### config.mk
export PLATFORM = sky130hd
export DESIGN_NAME = clk_fail_guard
export DESIGN_NICKNAME = d
export VERILOG_FILES = /design/src/rtl/cfg_guard_pkg.sv /design/src/rtl/edge_watch.sv /design/src/rtl/fast_guard.sv /design/src/rtl/slow_guard.sv /design/src/rtl/clk_fail_guard.sv
export SDC_FILE = /design/constraint.sdc
export NUM_CORES = 1
export LEC_CHECK = 0
export CORE_ASPECT_RATIO = 0.9
export CORE_MARGIN = 10
export CORE_UTILIZATION = 23
export DETAILED_ROUTE_END_ITERATION = 16
export DONT_BUFFER_PORTS = 1
export GPL_TIMING_DRIVEN = 1
export PLACE_DENSITY = 0.34
export SYNTH_ARGS = -nofsm -noshare
export SYNTH_HDL_FRONTEND = slang
export SYNTH_SLANG_ARGS = --single-unit
### constraint.sdc
create_clock -name clk_i -period 1.97 [get_ports clk_i]
set_clock_uncertainty 0.2 [all_clocks]
set_input_delay 0.394 -clock clk_i [delete_from_list [all_inputs] [get_ports clk_i]]
set_output_delay 0.394 -clock clk_i [all_outputs]
set_load 0.02 [all_outputs]
### src/rtl/cfg_guard_pkg.sv
package cfg_guard_pkg;

   typedef enum logic [1:0] {
      SEL_INT = 2'b00,
      SEL_EXT = 2'b01,
      SEL_PLL = 2'b10,
      SEL_AUX = 2'b11
   } sysclk_e;

   typedef enum logic [1:0] {
      FG_OFF   = 2'b00,
      FG_WARM  = 2'b01,
      FG_WATCH = 2'b10,
      FG_TRIP  = 2'b11
   } fguard_e;

   // True when the requested system clock depends on the external oscillator.
   function automatic logic sel_uses_ext(input logic [1:0] sel, input logic pll_ext);
      return (sel == SEL_EXT) || ((sel == SEL_PLL) && pll_ext);
   endfunction

endpackage

### src/rtl/edge_watch.sv
// Synchronizes a foreign clock into the reference domain and flags a window
// of WIN reference cycles that passes without a rising edge.
module edge_watch #(
   parameter int WIN  = 16,
   parameter int SYNC = 2
) (
   input  logic clk,
   input  logic rst_n,
   input  logic mon_clk,
   input  logic en,
   output logic tout
);
   localparam int CW = $clog2(WIN);

   if (WIN < 4) begin : g_bad_win
      $error("edge_watch: WIN must be at least 4");
   end
   if (SYNC < 2) begin : g_bad_sync
      $error("edge_watch: SYNC must be at least 2");
   end

   logic [SYNC-1:0] sync_q;
   logic            last_q;
   logic            rise;
   logic [CW-1:0]   cnt_q;
   logic            at_end;

   for (genvar i = 0; i < SYNC; i++) begin : g_sync
      if (i == 0) begin : g_first
         always_ff @(posedge clk or negedge rst_n) begin
            if (!rst_n) sync_q[i] <= 1'b0;
            else        sync_q[i] <= mon_clk;
         end
      end else begin : g_next
         always_ff @(posedge clk or negedge rst_n) begin
            if (!rst_n) sync_q[i] <= 1'b0;
            else        sync_q[i] <= sync_q[i-1];
         end
      end
   end

   always_ff @(posedge clk or negedge rst_n) begin
      if (!rst_n) last_q <= 1'b0;
      else        last_q <= sync_q[SYNC-1];
   end

   assign rise   = sync_q[SYNC-1] & ~last_q;
   assign at_end = (cnt_q == CW'(WIN - 1));
   assign tout   = en & ~rise & at_end;

   always_ff @(posedge clk or negedge rst_n) begin
      if (!rst_n)              cnt_q <= '0;
      else if (!en || rise)    cnt_q <= '0;
      else if (at_end)         cnt_q <= '0;
      else                     cnt_q <= cnt_q + 1'b1;
   end

endmodule

### src/rtl/fast_guard.sv
// Fast-oscillator supervisor: start-up qualification, edge watch, failover.
module fast_guard
   import cfg_guard_pkg::*;
#(
   parameter int START = 64,
   parameter int WIN   = 16,
   parameter int SYNC  = 2
) (
   input  logic       clk,
   input  logic       rst_n,
   input  logic       mon_clk,
   input  logic       mon_en,
   input  logic       osc_on,
   input  logic       osc_rdy,
   input  logic [1:0] sel_req,
   input  logic       pll_on,
   input  logic       pll_ext,
   input  logic       clr,
   output logic       osc_en,
   output logic       pll_en,
   output logic [1:0] sel_out,
   output logic       flag,
   output logic       brk,
   output logic       active
);
   localparam int SCW = (START > 1) ? $clog2(START) : 1;

   if (START < 2) begin : g_bad_start
      $error("fast_guard: START must be at least 2");
   end

   fguard_e        st_q, st_d;
   logic [SCW-1:0] wcnt_q;
   logic           tout;
   logic           fail;
   logic           kill_osc_q, kill_pll_q, kill_sel_q;
   logic           flag_q, brk_q;
   logic           qual;

   edge_watch #(.WIN(WIN), .SYNC(SYNC)) u_watch (
      .clk     (clk),
      .rst_n   (rst_n),
      .mon_clk (mon_clk),
      .en      (st_q == FG_WATCH),
      .tout    (tout)
   );

   assign osc_en = osc_on & ~kill_osc_q;
   assign pll_en = pll_on & ~kill_pll_q;
   assign sel_out = kill_sel_q ? SEL_INT : sel_req;
   assign qual   = mon_en & osc_en & osc_rdy;
   assign fail   = (st_q == FG_WATCH) & tout & mon_en & osc_en;

   always_comb begin
      st_d = st_q;
      unique case (st_q)
         FG_OFF:   if (qual) st_d = FG_WARM;
         FG_WARM:  if (!qual) st_d = FG_OFF;
                   else if (wcnt_q == SCW'(START - 1)) st_d = FG_WATCH;
         FG_WATCH: if (!mon_en || !osc_en) st_d = FG_OFF;
                   else if (fail) st_d = FG_TRIP;
         FG_TRIP:  if (!osc_rdy) st_d = FG_OFF;
         default:  st_d = FG_OFF;
      endcase
   end

   always_ff @(posedge clk or negedge rst_n) begin
      if (!rst_n) begin
         st_q   <= FG_OFF;
         wcnt_q <= '0;
      end else begin
         st_q <= st_d;
         if (st_q == FG_WARM && st_d == FG_WARM) wcnt_q <= wcnt_q + 1'b1;
         else                                   wcnt_q <= '0;
      end
   end

   always_ff @(posedge clk or negedge rst_n) begin
      if (!rst_n) begin
         kill_osc_q <= 1'b0;
         kill_pll_q <= 1'b0;
         kill_sel_q <= 1'b0;
         flag_q     <= 1'b0;
         brk_q      <= 1'b0;
      end else begin
         brk_q <= fail;
         if (fail)         kill_osc_q <= 1'b1;
         else if (!osc_on) kill_osc_q <= 1'b0;
         if (fail && pll_ext) kill_pll_q <= 1'b1;
         else if (!pll_on)    kill_pll_q <= 1'b0;
         if (fail && sel_uses_ext(sel_req, pll_ext)) kill_sel_q <= 1'b1;
         else if (sel_req == SEL_INT)                kill_sel_q <= 1'b0;
         if (fail)     flag_q <= 1'b1;
         else if (clr) flag_q <= 1'b0;
      end
   end

   assign flag   = flag_q;
   assign brk    = brk_q;
   assign active = (st_q == FG_WATCH);

endmodule

### src/rtl/slow_guard.sv
// Slow-clock supervisor: gated arming, sticky failure flag, wake request.
module slow_guard #(
   parameter int WIN  = 32,
   parameter int SYNC = 2
) (
   input  logic clk,
   input  logic rst_n,
   input  logic mon_clk,
   input  logic arm_req,
   input  logic disarm_req,
   input  logic osc_on,
   input  logic osc_rdy,
   input  logic rtc_sel,
   input  logic vbat,
   input  logic clr,
   output logic armed,
   output logic flag,
   output logic wake
);
   logic armed_q, flag_q, tout;

   edge_watch #(.WIN(WIN), .SYNC(SYNC)) u_watch (
      .clk     (clk),
      .rst_n   (rst_n),
      .mon_clk (mon_clk),
      .en      (armed_q),
      .tout    (tout)
   );

   always_ff @(posedge clk or negedge rst_n) begin
      if (!rst_n) begin
         armed_q <= 1'b0;
         flag_q  <= 1'b0;
      end else begin
         if (disarm_req) armed_q <= 1'b0;
         else if (arm_req && osc_on && osc_rdy && rtc_sel) armed_q <= 1'b1;
         if (armed_q && tout) flag_q <= 1'b1;
         else if (clr)        flag_q <= 1'b0;
      end
   end

   assign armed = armed_q;
   assign flag  = flag_q;
   assign wake  = flag_q & ~vbat;

endmodule

### src/rtl/clk_fail_guard.sv
module clk_fail_guard #(
   parameter int FAST_WIN    = 16,
   parameter int SLOW_WIN    = 32,
   parameter int START_CYC   = 64,
   parameter int SYNC_STAGES = 2
) (
   input  logic       clk_i,
   input  logic       rst_ni,
   input  logic       xosc_clk_i,
   input  logic       lp_clk_i,
   input  logic       fmon_en_i,
   input  logic       xosc_on_i,
   input  logic       xosc_rdy_i,
   input  logic [1:0] sysclk_sel_i,
   input  logic       pll_on_i,
   input  logic       pll_src_ext_i,
   input  logic       ffail_clr_i,
   output logic       xosc_en_o,
   output logic       pll_en_o,
   output logic [1:0] sysclk_sel_o,
   output logic       ffail_o,
   output logic       nmi_o,
   output logic       brk_o,
   output logic       fmon_active_o,
   input  logic       smon_arm_i,
   input  logic       smon_disarm_i,
   input  logic       lp_on_i,
   input  logic       lp_rdy_i,
   input  logic       rtc_sel_lp_i,
   input  logic       lp_vbat_i,
   input  logic       sfail_clr_i,
   output logic       smon_armed_o,
   output logic       sfail_o,
   output logic       wake_o
);
   logic fflag;

   fast_guard #(.START(START_CYC), .WIN(FAST_WIN), .SYNC(SYNC_STAGES)) u_fast (
      .clk     (clk_i),
      .rst_n   (rst_ni),
      .mon_clk (xosc_clk_i),
      .mon_en  (fmon_en_i),
      .osc_on  (xosc_on_i),
      .osc_rdy (xosc_rdy_i),
      .sel_req (sysclk_sel_i),
      .pll_on  (pll_on_i),
      .pll_ext (pll_src_ext_i),
      .clr     (ffail_clr_i),
      .osc_en  (xosc_en_o),
      .pll_en  (pll_en_o),
      .sel_out (sysclk_sel_o),
      .flag    (fflag),
      .brk     (brk_o),
      .active  (fmon_active_o)
   );

   assign ffail_o = fflag;
   assign nmi_o   = fflag;

   slow_guard #(.WIN(SLOW_WIN), .SYNC(SYNC_STAGES)) u_slow (
      .clk        (clk_i),
      .rst_n      (rst_ni),
      .mon_clk    (lp_clk_i),
      .arm_req    (smon_arm_i),
      .disarm_req (smon_disarm_i),
      .osc_on     (lp_on_i),
      .osc_rdy    (lp_rdy_i),
      .rtc_sel    (rtc_sel_lp_i),
      .vbat       (lp_vbat_i),
      .clr        (sfail_clr_i),
      .armed      (smon_armed_o),
      .flag       (sfail_o),
      .wake       (wake_o)
   );

endmodule

Word-level counts from Yosys, hierarchy flattened
Cells that the tools add are included.
W data, S select, Z words.

word-level totals
  input bits = 19
  output and inout bits = 11
  bits in writable memories = 0
  bits in read-only memories = 0
  memories kept = 0
  register bits = 30
  logic and storage cells = 99
  bits in latches = 0

cells by class
  muxes and demuxes = 25
  magnitude comparators = 0
  div/mod/pow operators = 0
  $add $sub $neg = 3
  equal/unequal tests = 11
  $mul = 0
  reductions and logical operators = 22
  shift operators = 0
  bitwise logic cells = 21

operator list
  kind                   number
  $and A1 B1 Y1          14
  $mux W2                7
  $mux W1                12
  $mux W5                2
  $logic_and A1 B1 Y1    8
  $mux W4                2
  $pmux W2 S4            1
  $reduce_bool A2 Y1     4
  $not A1 Y1             7
  $add A6 B1 Y6 const B  1
  $eq A2 B1 Y1 const B   3
  $eq A2 B2 Y1 const B   3
  $eq A6 B6 Y1 const B   1
  $mux W6                1
  $add A5 B1 Y5 const B  1
  $eq A5 B5 Y1 const B   1
  $add A4 B1 Y4 const B  1
  $eq A4 B4 Y1 const B   1
  $logic_not A1 Y1       4
  $logic_not A2 Y1       2
  $logic_or A1 B1 Y1     4
  $ne A2 B1 Y1 const B   2

Longest topological paths before layout
Gate-level depths: netlist (run 1).

  depth in word-level cells = 14
  gate-level depth with buffers = 6

Hierarchy
A second synthesis (run 1) with hierarchy kept.

second synthesis, totals
  cells, all modules = 114
  area, all modules = 1,286.2 um^2

modules (own cells, without submodules)
  module                       area each (um^2)  instances  cells an instance
  fast_guard                   619.3             1          62
  edge_watch (u_slow.u_watch)  315.3             1          23
  edge_watch (u_fast.u_watch)  265.3             1          20
  slow_guard                   78.8              1          8
  clk_fail_guard               7.5               1          1

Worst setup path after synthesis (run 1)
Ideal clock, no wire load.

  path type = register to register
  start point = reg u_fast.wcnt_q[0]
  end point = reg u_fast.st_q[0]
  clock period less this slack = 1.645 ns
  cell stages (with the launch flop) = 6
  buffers on the path = 0
  setup slack = 0.325 ns
  arrival time = 1.319 ns
  library setup time = 0.127 ns
  path through = dfrtp_1 > ha_1 > and3_1 > nand3_1 > o2111a_1 > a311o_2

on the way
  longest elaborated chain between the ends = 4

RTL lines
  what                    line              RTL
  start, declared         fast_guard.sv:33  logic [SCW-1:0] wcnt_q;
  start signal, assigned  fast_guard.sv:73  if (st_q == FG_WARM && st_d == FG_WARM) wcnt_q <= wcnt_q + 1'b1;
  $eq A6 B6 Y1            fast_guard.sv:59  else if (wcnt_q == SCW'(START - 1)) st_d = FG_WATCH;
  $mux W2                 fast_guard.sv:59
  $mux W2                 fast_guard.sv:58  FG_WARM: if (!qual) st_d = FG_OFF;
  $pmux W2 S4             fast_guard.sv:56  unique case (st_q)
  net u_fast.st_d[0]      fast_guard.sv:32  fguard_e st_q, st_d;
  end signal, assigned    fast_guard.sv:72  st_q <= st_d;
  end, declared           fast_guard.sv:32

The timed path passes the listed nets, and every way through them passes these cells.
A chain may end at the register's enable or synchronous reset.

Final worst setup path (run 1)
  start point = reg u_slow.flag_q, in the netlist u_slow.flag
  end point = out wake_o

on the way
  longest elaborated chain between the ends = 1

RTL lines
  what                    line                  RTL
  start, declared         slow_guard.sv:20      logic armed_q, flag_q, tout;
  start signal, assigned  slow_guard.sv:33      flag_q <= 1'b0;
  start signal, assigned  slow_guard.sv:37      if (armed_q && tout) flag_q <= 1'b1;
  start signal, assigned  slow_guard.sv:38      else if (clr) flag_q <= 1'b0;
  $and A1 B1 Y1           slow_guard.sv:44      assign wake = flag_q & ~vbat;
  end, declared           clk_fail_guard.sv:34  output logic wake_o

Every way passes these cells.

==> results.md, run 1 <==
### Setup path
* **type of destination of the critical path** primary output
* **Max FO, Critical Path** 2
* **Worst Path Required** 1.38 ns
* **crit-path max cell delay** 0.46 ns
* **source of the critical timing path** u_slow.flag$_DFFE_PN0P_
* **Reg2Reg Launch Point** u_fast.u_watch.cnt_q[0]$_DFF_PN0_
* **endpoint arrival time on the critical path** 1.17 ns
* **cell type of the slowest stage on the worst timing path** sky130_fd_sc_hd__dfrtp_1
* **critical path start-end classification** flop to primary output
* **list of cells traversed by the critical path** inv_1 -> nor2_1
* **element type at the critical path start** flop

### Synth
* **most area-consuming cells after synthesis** sky130_fd_sc_hd__dfrtp_1 59%, sky130_fd_sc_hd__nor2_1 5.3%, sky130_fd_sc_hd__ha_1 4.0%
* **simple-gate portion of the synthesized area** 14.5%
* **synthesized-area fraction occupied by ao, oa, aoi and oai cells** 13.2%
* **XOR/XNOR Fraction of Synth Area** 4.85%
* **commonest register cell after synthesis** sky130_fd_sc_hd__dfrtp_1
* **most numerous cell in the Yosys netlist** sky130_fd_sc_hd__dfrtp_1
* **count of cell types in the netlist** 32
* **cell area after technology mapping** 1260 µm²
* **Mapped Nets** 131
* **multiplexer fraction of the synthesized cell area** 0%
* **dominant cell type by area after synthesis** sky130_fd_sc_hd__dfrtp_1
* **mean instance size in the synthesized netlist** 11.7 µm²
* **fraction of the yosys area taken by sequential cells** 59.4%
* **number of flip-flops and latches in the synthesized netlist** 30
* **Post-Synth Adder-Cell Area** 3.96%
* **Post-synth EDFFs** 0
* **largest family of logic cells by synthesized area** simple AND/OR/NAND/NOR gates
* **share of synthesized registers carrying an async set or reset** 100%
* **top cell type's share of synthesized area** 59.4%
* **synthesized instance count** 108
* **leading post-synthesis cells by instance count** 30 x sky130_fd_sc_hd__dfrtp_1, 18 x sky130_fd_sc_hd__nor2_1, 12 x sky130_fd_sc_hd__inv_1, 5 x sky130_fd_sc_hd__xnor2_1
* **Yosys Warn Count** 0

### Detailed routing
* **post-detailed-route DRC marker count** 0
* **Post-DRT Antenna Nets** 0
* **via/cell ratio** 4.06
* **total number of vias** 763
* **Pre-Repair DR Iteration Count** 3
* **total length of routed wires** 2350 µm
* **average wire per cell in the routed design** 12.5 µm
* **1st-iter DRT viols** 6

### Timing
* **setup repair after global routing missed its margin** false
* **relative slew slack** 67.1%
* **part of the cycle the worst path needs** 89.3%
* **final hold violation count** 0
* **actual slew at the worst max-slew pin** 0.493 ns
* **final setup fails** 0
* **Final TNS setup** 0 ns
* **Fin Hold WS** 0.0185 ns
* **Peak Freq** 568 MHz
* **min Tclk post-route** 1.76 ns
* **count of pins over their slew limit** 0
* **min setup slack post-route** 0.211 ns

### Place
* **post-placement worst setup slack** 0.187 ns
* **number of port buffers** 0
* **HPWL reported at the end of detailed placement** 1780 µm
* **final estimated routing congestion in global placement** 0.749

### Worst hold path
* **startpoint of the worst hold path** sfail_clr_i
* **Hold Path Class** input pin to flop

### Floorplanning
* **area of the core** 5290 µm²
* **Die Span X** 98.1 µm
* **number of top-level pins** 30
* **effective utilization at floorplan** 23.9%
* **Die Area** 8860 µm²
* **Chip Height** 90.3 µm
* **count of standard-cell rows** 25

### Power and ir drop
* **leakage power of the design** 0.682 nW
* **Power Dens Cells** 786 nW/µm²
* **worst vdd rail ir drop** 284 µV

### CTS
* **H-tree depth reported by CTS** 2
* **CTS Hold Bufs** 5
* **quantity of gates resized following cts** 0
* **clock root buffer** sky130_fd_sc_hd__clkbuf_8
* **CTS tree** built
* **total number of clock tree sinks** 30
* **cts bufs inserted** 5
* **clock insertion delay at the later pin of the skew report** 0.27 ns
* **maximum buffer depth of the clock tree** 2
* **number of buffers inserted to repair setup after CTS** 0
* **Worst-path clk slew** 0.07 ns

### Layout
* **Area Overhead vs Synth** 18.6%
* **count of nets after finishing** 143
* **diode insertion count for antenna repair** 0
* **fraction of final layout cells sized beyond drive strength 1** 14.9%

### Status
* **run status** finished, final reports clean

### Global routing
* **number of antenna violations at the first check in global routing** 0
* **GRT Resource Usage Total** 5.83%
* **first-pass GRT wire length** 4180 µm
* **via count of the first global-routing pass** 840
* **pin count of the biggest net entering global routing** 31
* **grt ovf** 0

### Run
* **number of max-capacitance violations reported** 0

==> cell type report <==
| type | instances | area (µm²) |
|---|---|---|
| multi-input cells | 65 | 460 |
| inverters | 12 | 45.0 |
| fillers | 553 | 3790 |
| repair buffers | 6 | 67.6 |
| clock buffers | 7 | 86.3 |
| well taps | 67 | 83.8 |
| clock inverters | 1 | 5.00 |
| flip-flops and latches | 30 | 751 |
==> final timing paths <==
check	endpoint	slack [ns]	depth (start not counted)
max reg2reg	u_fast.kill_sel_q$_DFFE_PN0P_	0.22	5
min	u_slow.flag$_DFFE_PN0P_	0.02	1
min in group asynchronous	u_fast.u_watch.sync_q[0]$_DFF_PN0_	0.35	2
max	wake_o	0.21	2
max in group asynchronous	u_fast.wcnt_q[1]$_DFF_PN0_	1.05	2
min reg2reg	u_fast.u_watch.sync_q[1]$_DFF_PN0_	0.15	0
==> critical path, delay by kind of cell, from the launching register on <==
family        cells  cell delay [ns]
buf+inv           1             0.09
flops             1             0.46
simple gates      1             0.34
==> routing by layer <==
metal / vias to the layer above / part of all wire [%] / global-route usage [%]
met4: 0 / 1.5 / 2.86
met1: 362 / 41 / 6.24
met2: 14 / 49 / 8.85
met3: 4 / 8.2 / 3.60
met5: - / 0 / 0
li1: 383 / - / -
==> report_power, final <==
| part | total (mW) | switching (mW) | internal, mW |
|---|---|---|---|
| sequential | 0.631 | 0.00597 | 0.625 |
| combinational | 0.0481 | 0.0294 | 0.0187 |
| clock | 0.499 | 0.218 | 0.281 |
==> sequential cells by signal, indices dropped and copies added (netlist names), 2 cells and up <==
signal                 flops
u_fast.wcnt_q              6
u_slow.u_watch.cnt_q       5
u_fast.u_watch.cnt_q       4
u_fast.st_q                2
u_fast.u_watch.sync_q      2
u_slow.u_watch.sync_q      2
==> cell usage in the layout, fill, tap and decap left out, types with 2 or more instances in the layout <==
cell	instances
sky130_fd_sc_hd__a21o_2	3
sky130_fd_sc_hd__a21oi_2	2
sky130_fd_sc_hd__and3_1	2
sky130_fd_sc_hd__clkbuf_8	6
sky130_fd_sc_hd__dfrtp_1	30
sky130_fd_sc_hd__dlygate4sd3_1	4
sky130_fd_sc_hd__ha_1	4
sky130_fd_sc_hd__inv_1	12
sky130_fd_sc_hd__nand2_1	2
sky130_fd_sc_hd__nand3_1	4
sky130_fd_sc_hd__nor2_1	18
sky130_fd_sc_hd__nor2b_1	3
sky130_fd_sc_hd__o21ai_0	2
sky130_fd_sc_hd__xnor2_1	5
sky130_fd_sc_hd__xor2_1	2
==> logic make-up (layout without fill, tap and decap cells) <==
| family | after synthesis | count (layout) |
|---|---|---|
| flops | 30 | 30 |
| buf+inv | 13 | 26 |
| xor+xnor | 7 | 7 |
| simple gates | 36 | 36 |
| compound gates | 18 | 18 |
| fa+ha+maj | 4 | 4 |
==> stage by stage <==
stage / instances / total power, mW / cell area, µm² / utilization, %
after global placement: 175 / 0.668 / 1350 / 25.5
after CTS: 188 / 1.21 / 1500 / 28.4
after floorplan: 108 / 0.662 / 1260 / -
after detailed placement: 175 / 0.669 / 1350 / 25.5
final: 188 / 1.18 / 1500 / 28.4
after global routing: 188 / 1.24 / 1500 / 28.4
No activity file was read; power rests on OpenSTA's default activity.
==> run 2, diff against run 1 <==
- CORE_UTILIZATION: 23 -> 60
- PLACE_DENSITY: 0.34 -> 0.74
==> run 2 against run 1 <==
Effect of this change: fmax shrank 7.6%; via count grew 9.6%; sequential share of layout area shrank 0.58 points; sequential power about the same; critical path type is now input pin to primary output; critical endpoint is now sysclk_sel_o[0]; highest routed layer unchanged.
==> results.md, run 2 (synthesized netlist as in run 1, its figures left out) <==
### CTS
* **CTS tree** built, unchanged
* **clock root buffer** sky130_fd_sc_hd__clkbuf_4, was sky130_fd_sc_hd__clkbuf_8
* **cts bufs inserted** 5, unchanged
* **clock insertion delay at the later pin of the skew report** 0.32 ns, was 0.27 ns
* **maximum buffer depth of the clock tree** 2, unchanged
* **total number of clock tree sinks** 30, unchanged
* **H-tree depth reported by CTS** 2, unchanged
* **Worst-path clk slew** 0.09 ns, was 0.07 ns

### Place
* **number of port buffers** 0, unchanged
* **placed cell count** 133, was 175
* **HPWL reported at the end of detailed placement** 1630 µm, was 1780 µm
* **final estimated routing congestion in global placement** 0.736, was 0.749

### Power and ir drop
* **Power Dens Cells** 880 nW/µm², was 786 nW/µm²
* **post-route total power** 1.33 mW, was 1.18 mW
* **worst vdd rail ir drop** 944 µV, was 284 µV
* **leakage power of the design** 0.713 nW, was 0.682 nW

### Floorplanning
* **Die Span X** 68.4 µm, was 98.1 µm
* **count of standard-cell rows** 15, was 25
* **Chip Height** 63.5 µm, was 90.3 µm
* **Die Area** 4340 µm², was 8860 µm²
* **area of the core** 1950 µm², was 5290 µm²
* **number of top-level pins** 30, unchanged
* **effective utilization at floorplan** 64.7%, was 23.9%

### Global routing
* **number of antenna violations at the first check in global routing** 0, unchanged
* **GRT Resource Usage Total** 12.4%, was 5.83%
* **pin count of the biggest net entering global routing** 31, unchanged
* **grt ovf** 0, unchanged
* **first-pass GRT wire length** 4220 µm, was 4180 µm
* **via count of the first global-routing pass** 975, was 840

### Layout
* **flip-flop count of the largest register after layout** 6, unchanged
* **commonest cells after routing, fill and taps aside** 30 x sky130_fd_sc_hd__dfrtp_1, 18 x sky130_fd_sc_hd__nor2_1, 12 x sky130_fd_sc_hd__inv_1, 9 x sky130_fd_sc_hd__dlygate4sd3_1, was 30 x sky130_fd_sc_hd__dfrtp_1, 18 x sky130_fd_sc_hd__nor2_1, 12 x sky130_fd_sc_hd__inv_1, 6 x sky130_fd_sc_hd__clkbuf_8, 5 x sky130_fd_sc_hd__xnor2_1
* **final standard cell utilization of the core** 77.7%, was 28.4%
* **count of nets after finishing** 148, was 143
* **register ranked first by flip-flop count** u_fast.wcnt_q, unchanged
* **diode insertion count for antenna repair** 0, unchanged
* **Top Registers** u_fast.wcnt_q: 6 flops, u_slow.u_watch.cnt_q: 5 flops, u_fast.u_watch.cnt_q: 4 flops, unchanged
* **fraction of final layout cells sized beyond drive strength 1** 15.1%, was 14.9%
* **final cell count without fillers** 151, was 188
* **leading cell type in the layout, fill and taps excluded** sky130_fd_sc_hd__dfrtp_1, unchanged
* **Area Overhead vs Synth** 20.0%, was 18.6%

### Setup path
* **Worst Path Required** 1.38 ns, about the same
* **list of cells traversed by the critical path** dlygate4sd3_1 -> inv_1 -> nor2_1, was inv_1 -> nor2_1
* **crit-path max cell delay** 0.52 ns, was 0.46 ns
* **Max FO, Critical Path** 2, unchanged
* **kind of cell adding the most delay to the critical path** buffers and inverters, was flip-flops
* **register-to-register setup slack** 0.17 ns, was 0.22 ns
* **type of destination of the critical path** primary output, unchanged
* **endpoint arrival time on the critical path** 1.31 ns, was 1.17 ns
* **critical path start-end classification** input pin to primary output, was flop to primary output
* **critical path buffer and inverter count** 2, was 1
* **element type at the critical path start** input pin, was flop
* **cell type of the slowest stage on the worst timing path** sky130_fd_sc_hd__dlygate4sd3_1, was sky130_fd_sc_hd__dfrtp_1

### Detailed routing
* **1st-iter DRT viols** 19, was 6
* **Post-DRT Antenna Nets** 0, unchanged
* **via/cell ratio** 5.54, was 4.06
* **Pre-Repair DR Iteration Count** 4, was 3
* **routed length on met3** 228 µm, was 193 µm
* **topmost layer with routed signal wires** met4, unchanged
* **DRT met1 WL** 935 µm, was 962 µm
* **post-detailed-route DRC marker count** 0, unchanged
* **average wire per cell in the routed design** 15.9 µm, was 12.5 µm
* **total number of vias** 836, was 763
* **total length of routed wires** 2400 µm, was 2350 µm
* **met2 wire length** 1190 µm, was 1160 µm

### Run
* **number of max-capacitance violations reported** 0, unchanged

### Timing
* **final hold violation count** 0, unchanged
* **count of pins over their slew limit** 0, unchanged
* **Final TNS setup** 0 ns, unchanged
* **actual slew at the worst max-slew pin** 0.467 ns, was 0.493 ns
* **Peak Freq** 525 MHz, was 568 MHz
* **part of the cycle the worst path needs** 96.6%, was 89.3%
* **min Tclk post-route** 1.90 ns, was 1.76 ns
* **setup repair after global routing missed its margin** false, unchanged
* **Fin Hold WS** 0.0255 ns, was 0.0185 ns
* **relative slew slack** 68.9%, was 67.1%
* **final setup fails** 0, unchanged

### Status
* **run status** finished, final reports clean, unchanged

### Worst hold path
* **Hold Path Class** input pin to flop, unchanged

run 2: cell count changes in the layout (fill, tap and decap cells not counted), sizes merged:
cell and delta:
clkbuf -1, bufinv +2, clkinv -1, dlygate4sd3 +5
run 2: power by group:
group	total, mW	internal, mW	leakage [nW]	switching (mW)
Combinational	0.0560	0.0252	0.250	0.0308
Clock	0.648	0.430	0.0585	0.218
Sequential	0.630	0.624	0.404	0.00597
Total	1.33	1.08	0.713	0.255
run 2: final timing paths:
path	startpoint	to	cells after the start
setup / recovery	sysclk_sel_i[0]	sysclk_sel_o[0]	3
hold / removal	xosc_rdy_i	u_fast.st_q[1]$_DFF_PN0_	1
setup reg to reg	u_fast.u_watch.cnt_q[0]$_DFF_PN0_	u_fast.kill_sel_q$_DFFE_PN0P_	5
hold reg to reg	u_slow.u_watch.sync_q[0]$_DFF_PN0_	u_slow.u_watch.sync_q[1]$_DFF_PN0_	0
max in group asynchronous	rst_ni	u_fast.wcnt_q[2]$_DFF_PN0_	2
min in group asynchronous	rst_ni	u_slow.armed$_DFFE_PN0P_	2
run 2: worst reg2reg max path, cell delays in order (launching register included):
cell and delay (ns):
sky130_fd_sc_hd__dfrtp_1 0.40, sky130_fd_sc_hd__ha_1 0.23, sky130_fd_sc_hd__nand3_1 0.16, sky130_fd_sc_hd__a2111oi_4 0.48
sky130_fd_sc_hd__a21oi_2 0.12, sky130_fd_sc_hd__a21oi_2 0.14
run 2: metal layers:
metal,vias up,global-route usage (%)
met1,408,13.0
met3,5,6.01
met4,0,6.28
li1,398,-
met2,25,19.8
met5,-,0
run 2: cell type report:
cell class,instances,area (µm²)
Sequential cell,30,751
Multi-Input combinational cell,65,460
Fill cell,129,435
Timing Repair Buffer,11,118
Clock inverter,2,60.1
Clock buffer,6,51.3
Inverter,12,45.0
Tap cell,25,31.3
run 2: what timing repair did:
| item | 4_1_cts | 5_1_grt |
|---|---|---|
| setup buffers | 0 | 0 |
| hold buffers | 10 | 0 |
| gates resized for setup | 0 | 0 |
| hold endpoints to repair | 37 | 0 |
run 2: per-stage QoR:
step / area (µm²) / setup WS, ns
after floorplan: 1260 / 0.325
after global placement: 1290 / 0.241
after detailed placement: 1290 / 0.221
after CTS: 1520 / 0.0737
after global routing: 1520 / 0.0157
final: 1520 / 0.0667
==> run 3, diff against run 2 <==
- CELL_PAD_IN_SITES_DETAIL_PLACEMENT: default -> 1
- CELL_PAD_IN_SITES_GLOBAL_PLACEMENT: default -> 2
- CORE_UTILIZATION: 60 -> 39
==> run 3 against run 2 <==
Effect of this change: wire length increased by 5.9%; register-to-register slack got worse by 0.02 ns; critical endpoint is now wake_o; die area increased by 36%; critical path depth decreased by 1; via count decreased by 1.7%; highest routed layer unchanged; global-route usage decreased by 3.3 points; final cell count increased by 9.9%.
==> results.md, run 3 (synthesized netlist as in run 1, its figures left out) <==
### Status
* **run status** finished, final reports clean, unchanged

### Timing
* **actual slew at the worst max-slew pin** 0.470 ns, was 0.467 ns
* **relative slew slack** 68.6%, was 68.9%
* **min Tclk post-route** 1.83 ns, was 1.90 ns
* **Peak Freq** 547 MHz, was 525 MHz
* **setup repair after global routing missed its margin** false, unchanged
* **final hold violation count** 0, unchanged
* **Final TNS setup** 0 ns, unchanged
* **part of the cycle the worst path needs** 92.8%, was 96.6%
* **count of pins over their slew limit** 0, unchanged
* **final setup fails** 0, unchanged

### Detailed routing
* **Pre-Repair DR Iteration Count** 2, was 4
* **Post-DRT Antenna Nets** 0, unchanged
* **1st-iter DRT viols** 35, was 19
* **via/cell ratio** 4.95, was 5.54
* **total number of vias** 822, was 836
* **total length of routed wires** 2540 µm, was 2400 µm
* **post-detailed-route DRC marker count** 0, unchanged
* **average wire per cell in the routed design** 15.3 µm, was 15.9 µm

### Layout
* **flip-flop count of the largest register after layout** 6, unchanged
* **register ranked first by flip-flop count** u_fast.wcnt_q, unchanged
* **final cell count without fillers** 166, was 151
* **Top Registers** u_fast.wcnt_q: 6 flops, u_slow.u_watch.cnt_q: 5 flops, u_fast.u_watch.cnt_q: 4 flops, unchanged
* **commonest cells after routing, fill and taps aside** 30 x sky130_fd_sc_hd__dfrtp_1, 18 x sky130_fd_sc_hd__nor2_1, 12 x sky130_fd_sc_hd__inv_1, 8 x sky130_fd_sc_hd__dlygate4sd3_1, was 30 x sky130_fd_sc_hd__dfrtp_1, 18 x sky130_fd_sc_hd__nor2_1, 12 x sky130_fd_sc_hd__inv_1, 9 x sky130_fd_sc_hd__dlygate4sd3_1
* **leading cell type in the layout, fill and taps excluded** sky130_fd_sc_hd__dfrtp_1, unchanged
* **final standard cell utilization of the core** 47.3%, was 77.7%
* **fraction of final layout cells sized beyond drive strength 1** 12.9%, was 15.1%
* **diode insertion count for antenna repair** 0, unchanged
* **total area of multi-input combinational cells** 460 µm², unchanged
* **count of nets after finishing** 147, was 148
* **Area Overhead vs Synth** 15.6%, was 20.0%
* **final-layout fill cell count** 332, was 129
* **cell area after layout** 1460 µm², was 1520 µm²
* **area used by sequential logic in the layout** 751 µm², unchanged

### CTS
* **clock root buffer** sky130_fd_sc_hd__clkbuf_4, unchanged
* **cts bufs inserted** 5, unchanged
* **quantity of gates resized following cts** 0, unchanged
* **Worst-path clk slew** 0.08 ns, was 0.09 ns
* **CTS tree** built, unchanged
* **total number of clock tree sinks** 30, unchanged
* **H-tree depth reported by CTS** 2, unchanged
* **clock insertion delay at the later pin of the skew report** 0.32 ns, about the same
* **maximum buffer depth of the clock tree** 2, unchanged
* **number of buffers inserted to repair setup after CTS** 0, unchanged

### Setup path
* **element type at the critical path start** flop, was input pin
* **endpoint arrival time on the critical path** 1.23 ns, was 1.31 ns
* **Max FO, Critical Path** 2, unchanged
* **type of destination of the critical path** primary output, unchanged
* **Worst Path Required** 1.38 ns, about the same
* **critical path start-end classification** flop to primary output, was input pin to primary output

### Global routing
* **number of antenna violations at the first check in global routing** 0, unchanged
* **via count of the first global-routing pass** 868, was 975
* **pin count of the biggest net entering global routing** 31, unchanged
* **grt ovf** 0, unchanged
* **GRT Resource Usage Total** 9.05%, was 12.4%
* **first-pass GRT wire length** 4090 µm, was 4220 µm

### Floorplanning
* **area of the core** 3090 µm², was 1950 µm²
* **Die Span X** 80 µm, was 68.4 µm
* **effective utilization at floorplan** 40.9%, was 64.7%
* **Chip Height** 74 µm, was 63.5 µm
* **number of top-level pins** 30, unchanged
* **count of standard-cell rows** 19, was 15
* **Die Area** 5920 µm², was 4340 µm²

### Run
* **number of max-capacitance violations reported** 0, unchanged

### Place
* **final estimated routing congestion in global placement** 0.689, was 0.736
* **placed cell count** 150, was 133
* **Area after DPL** 1320 µm², was 1290 µm²
* **number of port buffers** 0, unchanged
* **HPWL reported at the end of detailed placement** 1840 µm, was 1630 µm

### Worst hold path
* **Hold Path Class** input pin to flop, unchanged

### Power and ir drop
* **worst vdd rail ir drop** 276 µV, was 944 µV
* **Power Dens Cells** 690 nW/µm², was 880 nW/µm²
* **post-route total power** 1.01 mW, was 1.33 mW
* **leakage power of the design** 0.676 nW, was 0.713 nW

==> run 3: cell count changes in the layout (fill, tap and decap cells not counted), sizes merged <==
cell | previous run | this run
bufinv | 2 | 0
clkbuf | 6 | 7
dlygate4sd3 | 9 | 8
==> run 3: final cells by class <==
cell class	instances	share of cell area, %
Multi-Input combinational cell	65	31.5
Timing Repair Buffer	10	7.36
Tap cell	42	3.60
Clock buffer	7	3.08
Inverter	12	3.08
Sequential cell	30	51.4
==> run 3: repair_timing <==
item | in CTS | in global routing
endpoints found under the setup margin | 0 | 0
endpoints found under the hold margin | 36 | 1
hold buffers | 8 | 1
==> run 3: path summary, 6_finish.rpt <==
| path | startpoint | end | slack (ns) | depth (start not counted) |
|---|---|---|---|---|
| max | u_slow.flag$_DFFE_PN0P_ | wake_o | 0.14 | 2 |
| min | sysclk_sel_i[0] | u_fast.kill_sel_q$_DFFE_PN0P_ | 0.03 | 2 |
| max reg2reg | u_fast.wcnt_q[0]$_DFF_PN0_ | u_fast.st_q[0]$_DFF_PN0_ | 0.15 | 5 |
| min reg2reg | u_slow.u_watch.sync_q[0]$_DFF_PN0_ | u_slow.u_watch.sync_q[1]$_DFF_PN0_ | 0.15 | 0 |
| max in group asynchronous | rst_ni | u_fast.wcnt_q[1]$_DFF_PN0_ | 1.08 | 2 |
| min in group asynchronous | rst_ni | u_slow.flag$_DFFE_PN0P_ | 0.32 | 2 |
==> run 3: layer usage <==
layer	vias to the layer above	share of wire, %	GRT usage (%)	wire (µm)
met5	-	0	0	0
met4	0	1.3	2.93	33
met3	4	6.3	5.18	161
met2	15	52	15.2	1310
met1	411	40	9.41	1030
li1	392	-	-	-
==> run 3: through the flow <==
| stage | hold slack, ns | setup WS, ns |
|---|---|---|
| 3_3_place_gp | -0.101 | 0.203 |
| 6_report | 0.0253 | 0.143 |
| 4_1_cts | 0.00625 | 0.112 |
| 5_1_grt | 0.00519 | 0.0239 |
| 2_1_floorplan | -0.102 | 0.325 |
| 3_5_place_dp | -0.100 | 0.178 |
==> run 3: critical path, stage by stage (launching register included) <==
cell and delay, ns:
sky130_fd_sc_hd__dfrtp_1 0.48, sky130_fd_sc_hd__inv_1 0.09, sky130_fd_sc_hd__nor2_1 0.34
==> run 3: report_power, final <==
part	total, mW	internal, mW	leakage (nW)	switching (mW)
Clock	0.323	0.134	0.0254	0.189
Combinational	0.0548	0.0239	0.246	0.0309
Sequential	0.630	0.624	0.404	0.00643
Total	1.01	0.782	0.676	0.226
